--- src/rtl/bootmode_capture.sv ---
module bootmode_capture #(
  parameter int CORE_ID = 0
) (
  input  logic        clk,
  input  logic        rst_n,
  input  logic [7:0]  mode_pins,
  input  logic        secure_strap,
  output logic [31:0] status_word,
  output logic [1:0]  eff_mode,
  output logic        eff_valid
);
  localparam logic [7:0] CORE_NUM = CORE_ID[7:0];
  localparam logic [1:0] MODE_LINK = 2'd1;
  localparam logic [1:0] MODE_SPI  = 2'd2;

  logic [1:0] rel_q;
  logic       run_n;
  logic [8:0] sync0_q, sync1_q;
  logic [8:0] held_q;
  logic       held_vld_q;

  always_ff @(posedge clk or negedge rst_n)
    if (!rst_n) rel_q <= 2'b00;
    else        rel_q <= {rel_q[0], 1'b1};

  assign run_n = rel_q[1];

  always_ff @(posedge clk or negedge rst_n)
    if (!rst_n) begin
      sync0_q <= '0;
      sync1_q <= '0;
    end else begin
      sync0_q <= {secure_strap, mode_pins};
      sync1_q <= sync0_q;
    end

  always_ff @(posedge clk or negedge rst_n)
    if (!rst_n) begin
      held_q     <= '0;
      held_vld_q <= 1'b0;
    end else if (run_n && !held_vld_q) begin
      held_q     <= sync1_q;
      held_vld_q <= 1'b1;
    end

  assign status_word = held_vld_q ? {8'h00, CORE_NUM, 7'h00, held_q[8], held_q[7:0]} : 32'h0;
  assign eff_valid   = held_vld_q;
  assign eff_mode    = !held_vld_q ? 2'd0 :
                       (CORE_NUM != 8'd0 && held_q[1:0] == MODE_SPI) ? MODE_LINK : held_q[1:0];

  AST_ZERO_IN_RESET: assert property (@(posedge clk) !rst_n |-> (status_word == 32'h0 && !eff_valid)) else $error("reset state");
  AST_VALID_LATENCY: assert property (@(posedge clk) disable iff (!rst_n) $rose(eff_valid) |-> ($past(rst_n, 1) && $past(rst_n, 2))) else $error("latency");
  AST_WORD_HELD: assert property (@(posedge clk) disable iff (!rst_n) eff_valid |=> (eff_valid && $stable(status_word) && $stable(eff_mode))) else $error("word changed");
  AST_SPI_REMAP: assert property (@(posedge clk) disable iff (!rst_n) (eff_valid && CORE_NUM != 8'd0 && status_word[1:0] == 2'd2) |-> eff_mode == 2'd1) else $error("remap");
  AST_MODE_PASS: assert property (@(posedge clk) disable iff (!rst_n) (eff_valid && (CORE_NUM == 8'd0 || status_word[1:0] != 2'd2)) |-> eff_mode == status_word[1:0]) else $error("pass");
  AST_CORE_FIELD: assert property (@(posedge clk) disable iff (!rst_n) eff_valid |-> status_word[23:16] == CORE_NUM) else $error("core");
endmodule

--- config.mk ---
export PLATFORM = sky130hd
export DESIGN_NAME = bootmode_capture
export DESIGN_NICKNAME = d
export VERILOG_FILES = /design/src/rtl/bootmode_capture.sv
export SDC_FILE = /design/constraint.sdc
export NUM_CORES = 1
export LEC_CHECK = 0
export BUFFER_PORTS_ARGS = -buffer_cell sky130_fd_sc_hd__buf_2
export CAP_MARGIN = 20
export CORE_UTILIZATION = 47
export DETAILED_ROUTE_END_ITERATION = 8
export PLACE_DENSITY_LB_ADDON = 0.25
export SYNTH_ARGS = -nofsm -noshare
export SYNTH_HDL_FRONTEND = slang
export SYNTH_SLANG_ARGS = --single-unit
--- constraint.sdc ---
create_clock -name clk -period 1.54 [get_ports clk]
set_input_delay 0.077 -clock clk [delete_from_list [all_inputs] [get_ports clk]]
set_output_delay 0.077 -clock clk [all_outputs]
set_load 0.01 [all_outputs]
==> metrics.txt, run 1 <==
maximum buffer depth of the clock tree=2; final critical-path required period=around 1.3 ns; cell breakdown of the critical path=buf_4 > and2_1 > buf_2; Yosys top cell by area=dfrtp_1; register area=between 700 and 800 sq um; wire per inst=~11 um; HPWL reported at the end of detailed placement=995 um; start of the worst register-to-register path=eff_valid; DP Cell Count=around 130; GR Util All Layers=0.134; first-pass GRT wire length=between 2000 and 2500 um; Crit Path Class=reg2out; number of post-CTS setup repair buffers=0; reg-to-reg endpoint=held_q[7]; count of nets left with antenna violations after detail routing=0; Post-Route M1 WL=611 um; worst slack at placement=between 0.3 and 0.4 ns; met2 routed wirelength=754 um; initial antenna violation count=0; clock insertion delay at the later pin of the skew report=0.31 ns; critical path data required time=around 1.5 ns; Filler Cell Count=slightly above 200; hold crit path type=in2async; count of distinct cell types in the synthesized netlist=9; Fin. Hold Viols=0; Crit path arrival time=~1.2 ns; warnings from Yosys=0; final setup TNS=0 ns; routed via count divided by cell count=~4; Rel. slew slack=0.576; port bufs=22; number of vias after detailed routing=between 500 and 600; biggest area contributors in the synthesized netlist=dfrtp_1 (64%), buf_4 (16%), mux2_4 (12%); Non-Filler Instances=142; clock tree from TritonCTS=done; fin nets=roughly 130; final-report setup violation count=0; number of global-route vias before repair=slightly above 500; Avg Synthesized Cell Area=about 15 sq um; clock root buffer=clkbuf_4; number of hold-repair buffers added at the cts stage=10; standard-cell row count=17; Register-to-Register Path Depth=2; fin crit share=0.816; Top Layer Used=met4; core outline area=2280 sq um; DR pass1 iterations=3; DRC viols=0; overflow left after global routing=0; fmax=795 MHz; number of sinks driven by the clock tree=30; minimum setup slack among reg-to-reg paths=approximately 0.35 ns; Die Y=~52 um; starting density of the core=0.515; initial drt markers=4; CP max-delay cell=dfrtp_1; post-synth design cell area=about 1200 sq um; Total Power=about 0.0014 W; setup repair after global routing missed its margin=no; number of max-slew violations in the final report=0; sequential fraction of the synthesis area=0.640; delay of the slowest critical-path stage=0.41 ns; share of the synthesized area in the top cell type=0.640; number of antenna repair diodes=0; number of clock buffers inserted by TritonCTS=5; PostCTS Resize Cnt=0; gpl congestion=just over 0.6; power per cell area=between 1000 and 1500 nW/um^2; largest fanout on the critical path=11; startpoint kind of the worst setup timing path=flip-flop; Worst IR Drop VDD=slightly below 600 uV; post-synthesis register bit count=30; area of combinational cells with multiple inputs=302 sq um; max-cap violation count=0; Setup Skew=0.00700 ns; Cells after Synth=79; width of the chip=a little over 50 um; Worst-path clk slew=~0.08 ns; category of the worst setup path capture point=output pin; Static Leakage=approximately 0.68 nW; die area=2700 sq um; actual slew at the worst max-slew pin=about 0.64 ns; I/O pins=between 40 and 50; least setup slack across all paths after layout=approximately 0.28 ns; Area growth, synth to finish=15.2%; share of cells above drive strength 1=0.342; run status=finished clean; DR WL met3=~100 um; Total Wirelength=between 1500 and 2000 um; number of H-tree levels=2; largest net degree at the start of global routing=31
==> critical path, delay by kind of cell, from the launching register on <==
kind | cells | cell delay, ns
flops | 1 | 0.41
buf+inv | 2 | 0.31
simple gates | 1 | 0.16
==> flip-flops by register name, indices dropped and copies added, names as in the netlist <==
register	cells
eff_valid	1
sync0_q	9
rel_q	2
held_q	9
sync1_q	9
==> per-layer routing <==
metal,vias to the layer above,global-route usage
met5,-,0
met4,0,0.0946
met3,4,0.0614
met2,27,0.203
met1,285,0.146
li1,264,-
==> logic make-up after synthesis <==
group	synth area share
and+or+nand+nor	0.0651
muxes	0.115
DFF	0.640
buffers and inverters	0.173
other	0.00641
==> stage by stage <==
step / area (sq um) / hold slack [ns] / util
finish: 1350 / 0.311 / 0.593
global route: 1350 / 0.357 / 0.593
CTS: 1350 / 0.321 / 0.593
detailed placement: 1200 / 0.132 / 0.529
global placement: 1200 / 0.129 / 0.529
floorplan: 1250 / -0.219 / -
==> final cells by class <==
cell class              count  share of cell area
clock buffers               7              0.0334
well taps                  28              0.0260
multi-input cells          44               0.223
repair buffers             33               0.161
flip-flops and latches     30               0.556
==> worst max-delay path by stage <==
stage / from / endpoint / slack [ns] / cells after the start
floorplan: eff_valid / held_q[0] / 0.42 / 3
global placement: eff_valid / held_q[8] / 0.37 / 2
detailed placement: eff_valid / held_q[2] / 0.34 / 2
CTS: eff_valid / status_word[5] / 0.25 / 3
global route: eff_valid / status_word[5] / 0.21 / 3
finish: eff_valid / status_word[5] / 0.28 / 3
==> Yosys cell counts <==
cell type   n
dfrtp_1    30
nor2b_4     1
mux2_4      9
and2_1      9
conb_1      2
buf_4      25
or2_2       1
clkbuf_1    1
buf_6       1
==> power by group <==
part           switching [W]  internal, W  total [W]
combinational      0.0000870    0.0000963   0.000183
sequential         0.0000213     0.000841   0.000862
clock               0.000223     0.000172   0.000395
==> cell usage in the layout, fill, tap and decap left out, drive strengths merged <==
master	instances
dfrtp	30
conb	24
buf	23
dlygate4sd3	10
and2	9
mux2	9
clkbuf	7
nor2b	1
or2	1
No activity file was read; power rests on OpenSTA's default activity.
==> inputs of run 2 (changes only) <==
Settings changed: CORE_UTILIZATION 47 to 42.
Clock period 1.54 ns to 1.1 ns, I/O delays scaled along.
==> metrics.txt, run 2 (same netlist as run 1, synthesis figures left out) <==
run status=complete, but fails checks; violated checks=setup timing; part of the total power dissipated in sequential elements=0.560 (-0.039); DRC viols=0 (unchanged); Worst IR Drop VDD=1040 uV (+78%); overflow left after global routing=0 (unchanged); port bufs=22 (unchanged); fin nets=129 (+3.2%); Fin. Hold Viols=0 (unchanged); HPWL reported at the end of detailed placement=934 um (-6.1%); minimum setup slack among reg-to-reg paths=-0.10 ns (-0.45 ns); die area=3010 sq um (+11%); routed via count divided by cell count=3.94 (-3.5%); critical path data required time=1.30 ns (-0.16 ns); power per cell area=1470 nW/um^2 (+38%); Crit path arrival time=1.40 ns (+0.22 ns); registers with the most flip-flops=held_q: 9 flops, sync0_q: 9 flops, sync1_q: 9 flops; GR Util All Layers=0.122 (-0.0112); final critical-path required period=about 1.2 ns; start of the worst register-to-register path=eff_valid; Worst Path Buf+Inv=2 (unchanged); category of the worst setup path capture point=flip-flop; switch share=0.227 (-0.00251); width of the chip=54.8 um (+5.6%); CP delay by family, top=flip-flops; number of clock buffers inserted by TritonCTS=5 (unchanged); setup repair after global routing missed its margin=yes; number of stages on the worst setup path=4 (+1); number of antenna repair diodes=0 (unchanged); hold crit path type=in2async; least setup slack across all paths after layout=-0.105 ns (-0.387 ns); standard-cell row count=18 (+1); gpl congestion=0.646 (+3.6%); CP dominant cell by count=buf_6; Total Wirelength=1480 um (-1.8%); area of all placed cells without fillers=1470 sq um (+8.6%); delay of the slowest critical-path stage=0.41 ns (about the same); clock power share=0.298 (+0.024); area of combinational cells with multiple inputs=312 sq um (+3.3%); sw power=0.000490 W (+48%); Total Power=0.00215 W (+50%); Worst-path clk slew=0.09 ns (about the same); startpoint kind of the worst setup timing path=flip-flop; CP max-delay cell=dfrtp_1; Area growth, synth to finish=25.1%; Power Internal=0.00166 W (+50%); number of sinks driven by the clock tree=30 (unchanged); combinational power share=0.142 (+0.015); max-cap violation count=0 (unchanged); core outline area=2570 sq um (+13%); number of max-slew violations in the final report=0 (unchanged); fmax=830 MHz; wire per inst=9.91 um (-6.4%); clock root buffer=clkbuf_4; top library cells by usage in the layout, fill and taps aside=dfrtp_1 (30), conb_1 (24), buf_2 (15); cell breakdown of the critical path=buf_6 > nor2b_4 > buf_6 > mux2_4; clock insertion delay at the later pin of the skew report=0.31 ns (about the same); register area=751 sq um (unchanged); initial antenna violation count=0 (unchanged); final setup TNS=-1.66 ns (-1.66 ns); number of global-route vias before repair=526 (+2.7%); worst slack at placement=0.000983 ns (-0.337 ns); Crit Path Class=reg2reg; first-pass GRT wire length=2300 um (-2.3%); actual slew at the worst max-slew pin=0.628 ns (-0.00858 ns); largest net degree at the start of global routing=31 (unchanged); share of cells above drive strength 1=0.412 (+0.0697); starting density of the core=0.457 (-0.0585); Filler Cell Count=222 (+9.4%); fin crit share=1.10; number of H-tree levels=2 (unchanged); Setup Skew=0.00391 ns (-0.00310 ns); Static Leakage=0.738 nW (+8.2%); crit path launch=eff_valid; Register-to-Register Path Depth=4 (+2); largest fanout on the critical path=5 (-6); commonest non-fill, non-tap cell in the layout=dfrtp_1; I/O pins=46 (unchanged); reg-to-reg endpoint=held_q[0]; DR pass1 iterations=3 (unchanged); count of nets left with antenna violations after detail routing=0 (unchanged); initial drt markers=3 (-1); Die Y=54.8 um (+5.6%); number of vias after detailed routing=587 (+1.2%); share of the core filled with cells=0.571 (-0.0220); maximum buffer depth of the clock tree=2 (unchanged); clock tree from TritonCTS=done; total placed instance area=1220 sq um (+1.5%); Rel. slew slack=0.581 (+0.00572); final-report setup violation count=21 (+21)
run 2: cell type report:
class | instances | area share
repair buffers | 37 | 0.209
clock inverters | 1 | 0.00341
well taps | 30 | 0.0256
clock buffers | 7 | 0.0375
flip-flops and latches | 30 | 0.512
multi-input cells | 44 | 0.212
run 2: worst reg2reg max path, delay by kind of cell (launching register included):
family | cells | cell delay (ns)
buffers and inverters | 2 | 0.27
DFF | 1 | 0.41
muxes | 1 | 0.30
and+or+nand+nor | 1 | 0.12
run 2: worst max-delay path by stage:
| stage | end |
|---|---|
| after floorplan | held_q[0] |
| after global placement | held_q[5] |
| after detailed placement | held_q[5] |
| after CTS | held_q[8] |
| after global routing | status_word[7] |
| final | held_q[0] |
run 2: power groups by stage:
stage	registers [W]	clock network [W]	logic [W]
floorplan	0.00122	0	0.000219
global placement	0.00123	0	0.000228
detailed placement	0.00123	0	0.000232
CTS	0.00121	0.000672	0.000310
global route	0.00121	0.000737	0.000344
finish	0.00121	0.000641	0.000306
run 2: layer usage:
layer | wire length, um | vias up | track usage
li1 | - | 273 | -
met1 | 650 | 281 | 0.140
met2 | 708 | 28 | 0.175
met3 | 82 | 5 | 0.0528
met4 | 35 | 0 | 0.103
met5 | 0 | - | 0
run 2: timing repair:
action                                  in CTS  in global routing
hold endpoints to repair                    39                  0
pin swaps                                    1                  0
setup buffers                                2                  0
hold buffers                                10                  0
endpoints found under the setup margin      17                 22
gates resized for setup                     13                  2
run 2: metrics by stage:
step | std cells | hold WS (ns)
2_1_floorplan | 101 | -0.241
3_3_place_gp | 129 | 0.100
3_5_place_dp | 129 | 0.107
4_1_cts | 149 | 0.295
5_1_grt | 149 | 0.331
6_report | 149 | 0.293
==> inputs of run 3 (changes only) <==
Settings changed: ABC_AREA set to 1, CORE_UTILIZATION 42 to 51.
Clock period 1.1 ns to 1.4 ns, I/O delays scaled along.
==> metrics.txt, run 3 <==
basic-gate share of the synthesized area counting and, or, nand and nor cells=0.166 (+0.101); Worst IR Drop VDD=808 uV (-22%); starting density of the core=0.550 (+0.0933); synthesized-area fraction occupied by ao, oa, aoi and oai cells=0 (unchanged); number of global-route vias before repair=544 (+3.4%); CP max-delay cell=dfrtp_2; sw power=0.000545 W (+11%); initial antenna violation count=0 (unchanged); Avg Synthesized Cell Area=11.5 sq um (-23%); Crit path arrival time=1.09 ns (-0.31 ns); first-pass GRT wire length=2460 um (+7.2%); share of cells above drive strength 1=0.277 (-0.135); core outline area=2250 sq um (-12%); most instantiated flip-flop cell in the synthesis netlist=dfrtp_1; combinational family with the most area after synthesis=buffers and inverters; list of most frequent post-synthesis cells=dfrtp_1 (30), nand2_1 (28), buf_4 (25); top library cells by usage in the layout, fill and taps aside=dfrtp_1 (29), nand2_1 (28), conb_1 (24); registers with the most flip-flops=held_q: 9 flops, sync0_q: 9 flops, sync1_q: 9 flops; Rel. slew slack=0.582 (+0.000675); clock power share=0.231 (-0.067); Fin. Hold Viols=0 (unchanged); number of sinks driven by the clock tree=30 (unchanged); Worst Path Buf+Inv=2 (unchanged); Total Wirelength=1500 um (+1.9%); commonest non-fill, non-tap cell in the layout=dfrtp_1; number of post-CTS setup repair buffers=0 (-2); clock insertion delay at the later pin of the skew report=0.31 ns (about the same); number of H-tree levels=2 (unchanged); reg-to-reg endpoint=held_q[6]; actual slew at the worst max-slew pin=0.627 ns (-0.00101 ns); DRC viols=0 (unchanged); Crit Path Class=reg2out; max-cap violation count=0 (unchanged); area of combinational cells with multiple inputs=297 sq um (-4.8%); final setup TNS=0 ns (+1.66 ns); DR pass1 iterations=4 (+1); startpoint kind of the worst setup timing path=flip-flop; HPWL reported at the end of detailed placement=970 um (+3.9%); width of the chip=51.3 um (-6.4%); most numerous cell in the Yosys netlist=dfrtp_1; XOR/XNOR Fraction of Synth Area=0 (unchanged); fin nets=152 (+18%); post-synth design cell area=1240 sq um (+5.8%); proportion of synthesized area in mux cells=0 (-0.115); count of nets left with antenna violations after detail routing=0 (unchanged); gpl congestion=0.736 (+14%); post-synthesis register bit count=30 (unchanged); clock tree from TritonCTS=done; die area=2630 sq um (-12%); maximum buffer depth of the clock tree=2 (unchanged); Register-to-Register Path Depth=3 (-1); Die Y=51.3 um (-6.4%); delay of the slowest critical-path stage=0.51 ns (+0.10 ns); combinational power share=0.208 (+0.066); count of flip-flops with a built-in enable after synthesis=0 (unchanged); clock root buffer=clkbuf_4; final critical-path required period=~1.2 ns; part of the total power dissipated in sequential elements=0.561 (about the same); category of the worst setup path capture point=output pin; Yosys top cell by area=dfrtp_1; share of the synthesized area in the top cell type=0.605 (-0.0349); power per cell area=1360 nW/um^2 (-7.5%); Filler Cell Count=201 (-9.5%); Worst-path clk slew=0.08 ns (about the same); minimum setup slack among reg-to-reg paths=0.35 ns (+0.45 ns); routed via count divided by cell count=3.91 (-0.87%); I/O pins=46 (unchanged); fin crit share=0.825; fmax=slightly below 900 MHz; least setup slack across all paths after layout=0.245 ns (+0.349 ns); initial drt markers=9 (+6); final-report setup violation count=0 (-100%); share of synthesized cell area in full adder, half adder and majority cells=0 (unchanged); run status=finished clean; hold crit path type=in2async; register area=752 sq um (+0.17%); number of max-slew violations in the final report=0 (unchanged); worst hold margin=0.310 ns (+0.0173 ns); sequential fraction of the synthesis area=0.605 (-0.0349); wire per inst=8.90 um (-10%); critical path data required time=1.33 ns (+0.03 ns); Static Leakage=0.777 nW (+5.2%); Power Internal=0.00134 W (-20%); start of the worst register-to-register path=rel_q[1]; standard-cell row count=17 (-1); cell breakdown of the critical path=nand2_1 > inv_1 > buf_2; warnings from Yosys=0 (unchanged); largest net degree at the start of global routing=31 (unchanged); largest fanout on the critical path=11 (+6); count of distinct cell types in the synthesized netlist=10 (+1); Total Power=0.00188 W (-13%); setup repair after global routing missed its margin=no; port bufs=22 (unchanged); Cells after Synth=108 (+37%); number of clock buffers inserted by TritonCTS=5 (unchanged); overflow left after global routing=0 (unchanged); Setup Skew=0.00464 ns (+0.000737 ns); number of vias after detailed routing=660 (+12%); CP delay by family, top=flip-flops; worst slack at placement=0.344 ns (+0.343 ns); Area growth, synth to finish=11.6%; switch share=0.290 (+0.0625); number of antenna repair diodes=0 (unchanged); biggest area contributors in the synthesized netlist=dfrtp_1 (61%), buf_4 (15%), nand2_1 (8.5%); GR Util All Layers=0.140 (+0.0177); async set-reset flop share out of synthesis=1.00 (unchanged)
## run 3: cell types whose count changed after synthesis
cell / previous run / this run
and2_1: 9 / 0
clkbuf_1: 1 / 0
nor2b_4: 1 / 0
or2_2: 1 / 0
inv_1: 0 / 9
nand3_2: 0 / 9
nand2_1: 0 / 28
mux2_4: 9 / 0
inv_8: 0 / 1
nand2_4: 0 / 1
buf_6: 1 / 2
buf_12: 0 / 1
## run 3: worst max-delay path by stage
stage | start | to | slack, ns | cells after the start
2_1_floorplan | eff_valid | held_q[0] | 0.49 | 5
6_report | eff_valid | eff_mode[1] | 0.24 | 3
5_1_grt | eff_valid | eff_mode[1] | 0.09 | 3
3_5_place_dp | eff_valid | held_q[6] | 0.34 | 4
3_3_place_gp | eff_valid | held_q[1] | 0.36 | 4
4_1_cts | eff_valid | status_word[3] | 0.09 | 3
## run 3: kinds of logic (layout without fill, tap and decap cells)
family                 Yosys count  after routing
buffers and inverters           38             49
AND/OR/NAND/NOR                 38             38
flip-flops                      30             30
other                            2             24
## run 3: stage by stage
step                      utilization  std cells  cell area (sq um)
final                           0.614        169               1380
after global routing            0.614        169               1380
after CTS                       0.613        169               1380
after detailed placement        0.549        152               1240
after global placement          0.549        152               1240
after floorplan                     -        130               1320
## run 3: timing repair
item | 4_1_cts | 5_1_grt
setup endpoints to repair | 0 | 10
gates resized for setup | 0 | 1
endpoints found under the hold margin | 39 | 0
hold buffers | 10 | 0
## run 3: routing by layer
layer  up-vias  wire length [um]  global-route usage
met5         -                 0                   0
met3         2                83              0.0714
met4         0                19              0.0946
met1       294               713               0.172
met2        30               687               0.191
li1        334                 -                   -
## run 3: power by group through the flow
stage,sequential [W],combinational (W),clock (W)
final,0.00105,0.000390,0.000435
after global placement,0.00107,0.000367,0
after detailed placement,0.00107,0.000374,0
after CTS,0.00106,0.000396,0.000455
after global routing,0.00107,0.000450,0.000508
after floorplan,0.00104,0.000339,0
## run 3: worst reg2reg max path: cells and delay by family (launching register included)
kind | cells | cell delay, ns
flip-flops | 1 | 0.65
AND/OR/NAND/NOR | 3 | 0.30
## run 3: layout make-up
class                      instances  area share
tap                               28      0.0253
inverter                          10      0.0325
timing repair buffer              32       0.152
sequential                        30       0.543
clock buffer                       7      0.0325
multi-input combinational         62       0.214
